<file path="config.mk">
export PLATFORM = sky130hd
export DESIGN_NAME = xbus_seq
export DESIGN_NICKNAME = d
export VERILOG_FILES = /design/src/rtl/xbus_pkg.sv /design/src/rtl/xbus_route.sv /design/src/rtl/xbus_timer.sv /design/src/rtl/xbus_pins.sv /design/src/rtl/xbus_seq.sv
export SDC_FILE = /design/constraint.sdc
export NUM_CORES = 1
export LEC_CHECK = 0
export BUFFER_PORTS_ARGS = -buffer_cell sky130_fd_sc_hd__buf_2
export CAP_MARGIN = 30
export CORE_MARGIN = 4
export CORE_UTILIZATION = 52
export DETAILED_ROUTE_END_ITERATION = 6
export MAX_ROUTING_LAYER = met4
export PLACE_DENSITY_LB_ADDON = 0.08
export SETUP_SLACK_MARGIN = 0.5
export SLEW_MARGIN = 20
export SYNTH_ARGS = -nofsm -noshare
export SYNTH_HDL_FRONTEND = slang
export SYNTH_SLANG_ARGS = --single-unit
</file>
<file path="constraint.sdc">
create_clock -name clk -period 2.4 [get_ports clk]
set_input_delay 0.24 -clock clk [delete_from_list [all_inputs] [get_ports clk]]
set_output_delay 0.24 -clock clk [all_outputs]
set_load 0.1 [all_outputs]
</file>
<file path="src/rtl/xbus_pkg.sv">
`timescale 1ns/1ps
// Package: shared encodings for the external bus sequencer.
// Assumes: request kind 2'b11 is treated as a data read by all users.
package xbus_pkg;

    // Request kind as presented by the core.
    typedef enum logic [1:0] {
        XK_FETCH = 2'b00,
        XK_READ  = 2'b01,
        XK_WRITE = 2'b10,
        XK_RDALT = 2'b11
    } xkind_t;

    // Phase of an external bus cycle.
    typedef enum logic [2:0] {
        PH_IDLE = 3'd0,
        PH_ADDR = 3'd1,
        PH_HOLD = 3'd2,
        PH_STRB = 3'd3,
        PH_REL  = 3'd4
    } xphase_t;

endpackage

</file>
<file path="src/rtl/xbus_route.sv">
`timescale 1ns/1ps
// Module: xbus_route
// Decides whether an incoming request is a fetch served by on-chip code
// storage (no bus cycle) or must go to the external bus.
// Assumes: only fetches can be local; data accesses always use the bus.
module xbus_route
    import xbus_pkg::*;
#(
    parameter int AW               = 16,
    parameter int LOCAL_CODE_BYTES = 4096
) (
    input  xkind_t          kind,
    input  logic [AW-1:0]   addr,
    input  logic            local_en,
    output logic            go_local
);

    localparam logic [AW:0] LIMIT = (AW+1)'(LOCAL_CODE_BYTES);

    // Local only for fetches below the on-chip code size when enabled.
    always_comb begin
        go_local = local_en && (kind == XK_FETCH) && ({1'b0, addr} < LIMIT);
    end

endmodule

</file>
<file path="src/rtl/xbus_timer.sv">
`timescale 1ns/1ps
// Module: xbus_timer
// Steps a bus cycle through address, hold, strobe and release phases,
// each lasting a parameterised number of clocks, and pulses done at the end.
// Assumes: every phase length is at least one clock; start is only honoured
// while idle.
module xbus_timer
    import xbus_pkg::*;
#(
    parameter int T_ADDR = 2,
    parameter int T_HOLD = 1,
    parameter int T_STRB = 3,
    parameter int T_REL  = 1
) (
    input  logic    clk,
    input  logic    rst_n,
    input  logic    start,
    input  logic    start_local,
    output xphase_t phase,
    output logic    last_strb,
    output logic    busy,
    output logic    done,
    output logic    done_local
);

    localparam int TM1  = (T_ADDR > T_HOLD) ? T_ADDR : T_HOLD;
    localparam int TM2  = (T_STRB > T_REL)  ? T_STRB : T_REL;
    localparam int TMAX = (TM1 > TM2) ? TM1 : TM2;
    localparam int CW   = $clog2(TMAX + 1);

    logic [CW-1:0] cnt;
    logic [CW-1:0] lim;
    logic          phase_end;
    xphase_t       phase_nx;

    // Last count value of the current phase.
    always_comb begin
        case (phase)
            PH_ADDR: lim = CW'(T_ADDR - 1);
            PH_HOLD: lim = CW'(T_HOLD - 1);
            PH_STRB: lim = CW'(T_STRB - 1);
            PH_REL:  lim = CW'(T_REL - 1);
            default: lim = '0;
        endcase
    end

    // Phase that follows the current one.
    always_comb begin
        case (phase)
            PH_ADDR: phase_nx = PH_HOLD;
            PH_HOLD: phase_nx = PH_STRB;
            PH_STRB: phase_nx = PH_REL;
            default: phase_nx = PH_IDLE;
        endcase
    end

    assign phase_end = (cnt == lim);
    assign last_strb = (phase == PH_STRB) && phase_end;
    assign busy      = (phase != PH_IDLE);

    // Phase register, in-phase counter and completion pulses.
    always_ff @(posedge clk) begin
        if (!rst_n) begin
            phase      <= PH_IDLE;
            cnt        <= '0;
            done       <= 1'b0;
            done_local <= 1'b0;
        end else begin
            done       <= 1'b0;
            done_local <= 1'b0;
            if (phase == PH_IDLE) begin
                cnt <= '0;
                if (start) begin
                    if (start_local) begin
                        done       <= 1'b1;
                        done_local <= 1'b1;
                    end else begin
                        phase <= PH_ADDR;
                    end
                end
            end else if (phase_end) begin
                cnt   <= '0;
                phase <= phase_nx;
                if (phase == PH_REL) begin
                    done <= 1'b1;
                end
            end else begin
                cnt <= cnt + 1'b1;
            end
        end
    end


    // busy only ever drops together with the completion pulse
    fall_done_chk: assert property (@(posedge clk) disable iff (!rst_n)
        $fell(busy) |-> done);


    // a cycle never ends before the release phase has finished
    busy_keep_chk: assert property (@(posedge clk) disable iff (!rst_n)
        (busy && !(phase == PH_REL && phase_end)) |=> busy);


    // every bus cycle enters at the first clock of the address phase
    entry_chk: assert property (@(posedge clk) disable iff (!rst_n)
        $rose(busy) |-> (phase == PH_ADDR && cnt == '0));

endmodule

</file>
<file path="src/rtl/xbus_pins.sv">
`timescale 1ns/1ps
// Module: xbus_pins
// Decodes the current phase and the captured request into the shared port,
// high address port, latch strobe and the three active-low strobes.
// Assumes: phase and request fields come from registers, so outputs are
// settled well before the next edge.
module xbus_pins
    import xbus_pkg::*;
#(
    parameter int AW = 16,
    parameter int DW = 8
) (
    input  xphase_t          phase,
    input  xkind_t           kind_q,
    input  logic [AW-1:0]    addr_q,
    input  logic [DW-1:0]    wdata_q,
    output logic [DW-1:0]    mux_out,
    output logic             mux_oe,
    output logic [AW-DW-1:0] high_addr,
    output logic             addr_latch,
    output logic             code_stb_n,
    output logic             rd_stb_n,
    output logic             wr_stb_n
);

    logic is_write;
    logic is_fetch;

    assign is_write  = (kind_q == XK_WRITE);
    assign is_fetch  = (kind_q == XK_FETCH);
    assign high_addr = addr_q[AW-1:DW];

    // Per-phase drive of the shared port and strobes.
    always_comb begin
        mux_out    = '0;
        mux_oe     = 1'b0;
        addr_latch = 1'b0;
        code_stb_n = 1'b1;
        rd_stb_n   = 1'b1;
        wr_stb_n   = 1'b1;
        case (phase)
            PH_ADDR: begin
                addr_latch = 1'b1;
                mux_out    = addr_q[DW-1:0];
                mux_oe     = 1'b1;
            end
            PH_HOLD: begin
                mux_out = addr_q[DW-1:0];
                mux_oe  = 1'b1;
            end
            PH_STRB: begin
                if (is_write) begin
                    mux_out  = wdata_q;
                    mux_oe   = 1'b1;
                    wr_stb_n = 1'b0;
                end else if (is_fetch) begin
                    code_stb_n = 1'b0;
                end else begin
                    rd_stb_n = 1'b0;
                end
            end
            PH_REL: begin
                if (is_write) begin
                    mux_out = wdata_q;
                    mux_oe  = 1'b1;
                end
            end
            default: begin
                mux_oe = 1'b0;
            end
        endcase
    end

endmodule

</file>
<file path="src/rtl/xbus_seq.sv">
`timescale 1ns/1ps
// Module: xbus_seq (top)
// Accepts fetch/read/write requests from the core, routes low code fetches
// on chip, and sequences external cycles on a shared low-address/data port.
// Assumes: the core holds a request until it sees busy low at an edge, and
// code_local_en only changes while no request is pending.
module xbus_seq
    import xbus_pkg::*;
#(
    parameter int AW               = 16,
    parameter int DW               = 8,
    parameter int LOCAL_CODE_BYTES = 4096,
    parameter int T_ADDR           = 2,
    parameter int T_HOLD           = 1,
    parameter int T_STRB           = 3,
    parameter int T_REL            = 1
) (
    input  logic             clk,
    input  logic             rst_n,
    input  logic             req_valid,
    input  logic [1:0]       req_kind,
    input  logic [AW-1:0]    req_addr,
    input  logic [DW-1:0]    req_wdata,
    input  logic             code_local_en,
    output logic             busy,
    output logic             done,
    output logic             done_local,
    output logic [DW-1:0]    rdata,
    output logic [DW-1:0]    mux_out,
    output logic             mux_oe,
    input  logic [DW-1:0]    mux_in,
    output logic [AW-DW-1:0] high_addr,
    output logic             addr_latch,
    output logic             code_stb_n,
    output logic             rd_stb_n,
    output logic             wr_stb_n
);

    xkind_t        kind_in;
    xkind_t        kind_q;
    logic [AW-1:0] addr_q;
    logic [DW-1:0] wdata_q;
    logic          accept;
    logic          go_local;
    logic          last_strb;
    xphase_t       phase;

    assign kind_in = xkind_t'(req_kind);
    assign accept  = req_valid && !busy;

    xbus_route #(
        .AW               (AW),
        .LOCAL_CODE_BYTES (LOCAL_CODE_BYTES)
    ) u_route (
        .kind     (kind_in),
        .addr     (req_addr),
        .local_en (code_local_en),
        .go_local (go_local)
    );

    xbus_timer #(
        .T_ADDR (T_ADDR),
        .T_HOLD (T_HOLD),
        .T_STRB (T_STRB),
        .T_REL  (T_REL)
    ) u_timer (
        .clk         (clk),
        .rst_n       (rst_n),
        .start       (accept),
        .start_local (go_local),
        .phase       (phase),
        .last_strb   (last_strb),
        .busy        (busy),
        .done        (done),
        .done_local  (done_local)
    );

    // Capture the request fields on acceptance.
    always_ff @(posedge clk) begin
        if (!rst_n) begin
            kind_q  <= XK_FETCH;
            addr_q  <= '0;
            wdata_q <= '0;
        end else if (accept) begin
            kind_q  <= kind_in;
            addr_q  <= req_addr;
            wdata_q <= req_wdata;
        end
    end

    // Sample the shared port at the last clock of a read-type strobe.
    always_ff @(posedge clk) begin
        if (!rst_n) begin
            rdata <= '0;
        end else if (last_strb && (kind_q != XK_WRITE)) begin
            rdata <= mux_in;
        end
    end

    xbus_pins #(
        .AW (AW),
        .DW (DW)
    ) u_pins (
        .phase      (phase),
        .kind_q     (kind_q),
        .addr_q     (addr_q),
        .wdata_q    (wdata_q),
        .mux_out    (mux_out),
        .mux_oe     (mux_oe),
        .high_addr  (high_addr),
        .addr_latch (addr_latch),
        .code_stb_n (code_stb_n),
        .rd_stb_n   (rd_stb_n),
        .wr_stb_n   (wr_stb_n)
    );


    one_strobe_chk: assert property (@(posedge clk) disable iff (!rst_n)
        $countones({addr_latch, ~code_stb_n, ~rd_stb_n, ~wr_stb_n}) <= 1);


    wr_data_chk: assert property (@(posedge clk) disable iff (!rst_n)
        !wr_stb_n |-> (mux_oe && mux_out == wdata_q));


    rd_release_chk: assert property (@(posedge clk) disable iff (!rst_n)
        (!code_stb_n || !rd_stb_n) |-> !mux_oe);


    high_hold_chk: assert property (@(posedge clk) disable iff (!rst_n)
        (busy && $past(busy)) |-> $stable(high_addr));


    latch_first_chk: assert property (@(posedge clk) disable iff (!rst_n)
        $rose(busy) |-> (addr_latch && mux_oe));


    local_done_chk: assert property (@(posedge clk) disable iff (!rst_n)
        done_local |-> (done && !busy && code_stb_n));

endmodule

</file>
Word-level counts from Yosys, hierarchy flattened:

Cells that the tools add are included.

* output and inout bits: 32
* register bits: 41

* $add $sub $neg: 1
* bitwise operators: 1
* order comparisons: 1
* reductions and logical operators: 16
* eq/ne operators: 9
* muxes and demuxes: 24

Operator list (count)
* < comparator 16 x 13 -> 1 bit (second input constant): 1
* one-hot mux 8 bit (2 select lines): 1
* two-way mux 1 bit: 15
* two-way mux 3 bit: 4
* one-hot mux 3 bit (3 select lines): 1
* two-way mux 8 bit: 1
* equality test 3 x 2 -> 1 bit (second input constant): 2
* inequality test 2 bit (second input constant): 3
* logical AND 1 bit: 5
* zero test 2 bit: 2
* one-hot mux 2 bit (2 select lines): 1
* OR reduction 2 bit: 2
* equality test 3 x 1 -> 1 bit (second input constant): 1
* equality test 3 bit (second input constant): 1
* zero test 3 bit: 1
* AND reduction 3 bit: 1
* nonzero test 3 bit: 1
* OR reduction 3 bit: 1
* adder 2 x 1 -> 2 bit (second input constant): 1
* equality test 2 bit: 1
* equality test 2 bit (second input constant): 1
* one-hot mux 1 bit (2 select lines): 1
* AND reduction 2 bit: 1
* nonzero test 2 bit: 1
* other kinds (2): 2

Logic depth before layout (Yosys ltp):

* depth in word-level cells: 6
* gate-level depth with buffers: 7
* depth with buffers taken out: 4

Modules after synthesis:

A second synthesis with hierarchy kept.

* cell total of the unflattened synthesis: 231
* area total of the unflattened synthesis: 2112.0 µm²

Modules (own cells, without submodules)
* xbus_seq: cells an instance 150, instances 1, area an instance 1403.8 µm²
* xbus_timer: cells an instance 51, instances 1, area an instance 465.4 µm²
* xbus_pins: cells an instance 28, instances 1, area an instance 220.2 µm²
* xbus_route: cells an instance 2, instances 1, area an instance 22.5 µm²

Worst setup path before layout:

OpenSTA, ideal clock, no wires.

* kind: reg2out
* start: register u_timer.phase[2]
* end: output addr_latch
* path slack: 0.261 ns
* stages on the path, launching flop included: 4
* buffers on the path: 1
* data required time: 2.160 ns
* data arrival time: 1.899 ns
* cell sequence: dfxtp_1 > buf_2 > nand2b_1 > nor2_1

* cells in the longest elaborated chain, start to end: 2

Ends and longest elaborated chain
* start: declaration: line xbus_timer.sv:19 `output xphase_t phase,`
* start signal: assignment: line xbus_timer.sv:83 `phase <= phase_nx;`
* equality test 3 x 1 -> 1 bit: line xbus_pins.sv:41 `case (phase)`
* two-way mux 1 bit: line xbus_pins.sv:41
* end: declaration: line xbus_seq.sv:33 `output logic addr_latch,`

No other way between the ends.

Final worst setup path:

* start: register u_timer.phase[1]
* end: output mux_out[3]

* cells in the longest elaborated chain, start to end: 3
* elaborated cells on any way between the ends: 7
* those cells by class: 4 x eq/ne; 1 x mux; 2 x reduce/logical

Ends and longest elaborated chain
* equality test 3 x 2 -> 1 bit (tied with other cells): line xbus_pins.sv:41
* OR reduction 2 bit (no line)
* one-hot mux 8 bit (2 select lines) (*): line xbus_pins.sv:41
* end: declaration: line xbus_seq.sv:29 `output logic [DW-1:0] mux_out,`

Mark *: on every way between the ends. The rest lies on a longest branch, timed or not.

==> summary.json <==
{
  "run_status": "complete, no violations",
  "postSynthNetCount": 250,
  "die_w_um": 67.96,
  "buffers_on_ports": 69,
  "post_cts_hold_buffer_count": 0,
  "post-route-period-util": 0.8090,
  "critPathMaxFanout": 5,
  "antenna_violations_before_repair": 0,
  "setup_viol": 0,
  "detailedPlacementHpwl_um": 2908,
  "yosys_most_used_dff": "sky130_fd_sc_hd__dfxtp_1",
  "synth.ff_latch_count": 41,
  "tritoncts.num_buffers": 5,
  "design.portCount": 70,
  "critPathMaxStageDelay_ns": 0.38,
  "timing.setup.tns_ns": 0,
  "dieArea_um2": 4618,
  "relSlewSlack": 0.5385,
  "drive_gt1_frac": 0.4225,
  "cp_num_buf_inv": 2,
  "tritoncts": "done",
  "initial_drc_count": 104,
  "htree_levels": 2,
  "fin_worst_hold_slack_ns": 0.1165,
  "wire_length_of_the_first_global_routing_pass_um": 7431,
  "placedCellCount": 311,
  "place_congestion": 0.8100,
  "synth_top_area_cell": "sky130_fd_sc_hd__dfxtp_1",
  "detail_route.vias_per_cell": 5.085,
  "hold_path.class": "input port to flop",
  "clk-insertion-delay-late_ns": 0.35,
  "setup.worst_path.start_class": "flop",
  "grt_util_all_layers": 0.2214,
  "nNetsFinal": 322,
  "achievable_frequency_mhz": 515.0,
  "totalWireLength_um": 4705,
  "netlist_top_cells_area": "sky130_fd_sc_hd__dfxtp_1, sky130_fd_sc_hd__nand2_1, sky130_fd_sc_hd__a21boi_0",
  "timing_worst_slew_pin_value_ns": 0.6871,
  "static-leakage-power_uw": 0.001165,
  "grt_start_max_net_pins": 43,
  "per_cell_routed_wire_length_um": 14.26,
  "crit_chain": "nor2_1, a21oi_2, nor2b_2, buf_6, a22o_2, buf_12",
  "fillerInstances": 263,
  "p_per_area_nw_per_um2": 1159,
  "report.final.hold_viol_count": 0,
  "setup_slack_ns": 0.4583,
  "report.final.slew_viol_count": 0,
  "vdd_drop_max_mv": 0.7867,
  "die_h_um": 67.96,
  "timing.critical_path.required_ns": 2.16,
  "max_capacitance_violation_count": 0,
  "synth.cell_area_um2": 1869,
  "path_class": "flop to output pin",
  "cp_data_arrival_time_ns": 1.70,
  "detail_route.first_pass.iterations": 4,
  "drtAntennaViolNets": 0,
  "synth_largest_type_area_fraction": 0.4391,
  "first_global_vias": 1548,
  "asyncSetResetFlopFracSynth": 0,
  "number_of_clock_sinks_seen_by_cts": 41,
  "clock-root-buffer": "sky130_fd_sc_hd__clkbuf_4",
  "initial_standard_cell_utilization_of_the_core": 0.5473,
  "ys_seq_area_frac": 0.4391,
  "max-clock-path-buffers": 2,
  "synth_enable_flop_cells": 0,
  "layoutNonFillerInstCount": 330,
  "finalClockSkew_ns": 0.004664,
  "rsz0062_at_grt": "true",
  "synthesis.area_per_instance_um2": 8.817,
  "pre_cts_ws_ns": 0.6014,
  "vias": 1678,
  "critPathTopFamily": "flip-flops",
  "yosysWarnings": 0,
  "areaGrowthSynthToFinish_pct": 41.57,
  "antenna_cells": 0,
  "slowest_cell_on_crit_path": "sky130_fd_sc_hd__dfxtp_4",
  "synth_top_cells_by_count": "sky130_fd_sc_hd__nand2_1, sky130_fd_sc_hd__dfxtp_1, sky130_fd_sc_hd__a21boi_0, sky130_fd_sc_hd__nor2b_1, sky130_fd_sc_hd__mux2i_1",
  "fp-row-count": 21,
  "end_kind": "output pin",
  "synth.distinct_cells": 34,
  "clock_pin_slew_worst_setup_and_hold_paths_ns": 0.12,
  "most_repeated_cell_in_the_gate_level_netlist_after_synthesis": "sky130_fd_sc_hd__nand2_1",
  "fp.coreArea_um2": 3416,
  "synthesis.instances": 212,
  "drt_drc_violations_left": 0,
  "globalRouteOverflowTotal": 0,
  "finalCriticalPeriod_ns": 1.942
}
-- tightest hold or removal path: cells and delay by family --
family	cells	cell delay, ns
buffers and inverters	1	0.09
AO/OA/AOI/OAI	1	0.05
AND/OR/NAND/NOR	1	0.04
-- metal layers --
layer | GRT usage | vias up | part of all wire
met5 | - | - | 0
li1 | - | 837 | -
met3 | 0.04433 | 6 | 0.055
met4 | 0.06203 | 0 | 0.0096
met1 | 0.2741 | 783 | 0.41
met2 | 0.3658 | 52 | 0.52
-- through the flow --
stage | power [uW] | instance area [um^2] | util
2_1_floorplan | 2005 | 1882 | -
3_3_place_gp | 2312 | 2327 | 0.6813
3_5_place_dp | 2327 | 2327 | 0.6813
4_1_cts | 3009 | 2596 | 0.7601
5_1_grt | 3217 | 2646 | 0.7747
6_report | 3066 | 2646 | 0.7747
-- where the power goes --
part	switching, uW	total [uW]	internal [uW]
Sequential	82.4	872	790
Clock	218	430	212
Combinational	1140	1760	620
Total	1440	3070	1620
-- worst paths after layout --
path / from / to / slack [ns] / depth (start not counted)
worst max register to register: u_timer.phase[2] / rdata[7] / 0.59 / 6
worst min-delay path: req_addr[8] / addr_q[8] / 0.12 / 3
worst min register to register: addr_q[15] / addr_q[15] / 0.46 / 2
worst max-delay path: u_timer.phase[1] / mux_out[3] / 0.46 / 6
-- registers in the layout, indices dropped and copies added (netlist names) --
name                flops
u_timer.cnt             2
addr_q                 16
u_timer.done            1
u_timer.phase           3
wdata_q                 8
u_timer.done_local      1
kind_q                  2
rdata                   8
-- what timing repair did --
item / 4_1_cts / 5_1_grt
buffers inserted: 9 / 1
hold endpoints to repair: 0 / 0
endpoints found under the setup margin: 10 / 12
gates resized for setup: 30 / 11
cloned: 2 / 0
pin swaps: 3 / 1
-- cells in the final DEF, fill, tap and decap left out, drive strengths merged, types with 2 or more instances in the layout --
master	synthesis	routed
a21boi	27	27
a22o	8	8
buf	14	86
clkbuf	7	5
dfxtp	41	41
inv	2	2
mux2i	12	12
nand2	60	60
nand2b	2	2
nor2	5	5
nor2b	13	13
nor4	2	2
o21ai	2	2
or2	2	2
xnor2	2	2
-- final cells by class --
cell class	instances	area, um^2	area share
inverter	2	7.507	0.002837
clock inverter	2	35.03	0.01324
tap	46	57.56	0.02175
timing repair buffer	86	646.9	0.2444
multi-input combinational	148	1030	0.3891
sequential	41	832.0	0.3144
clock buffer	5	37.54	0.01418
-- cell families (layout without fill, tap and decap cells) --
| family | count (synthesis) | after routing | synth area share |
|---|---|---|---|
| and+or+nand+nor | 92 | 92 | 0.2363 |
| AOI/OAI and AO/OA | 42 | 42 | 0.1774 |
| DFF | 41 | 41 | 0.4391 |
| buffers and inverters | 23 | 95 | 0.07363 |
| muxes | 12 | 12 | 0.06426 |
| xor gates and xnor gates | 2 | 2 | 0.009373 |
(Power assumes the default switching activity.)
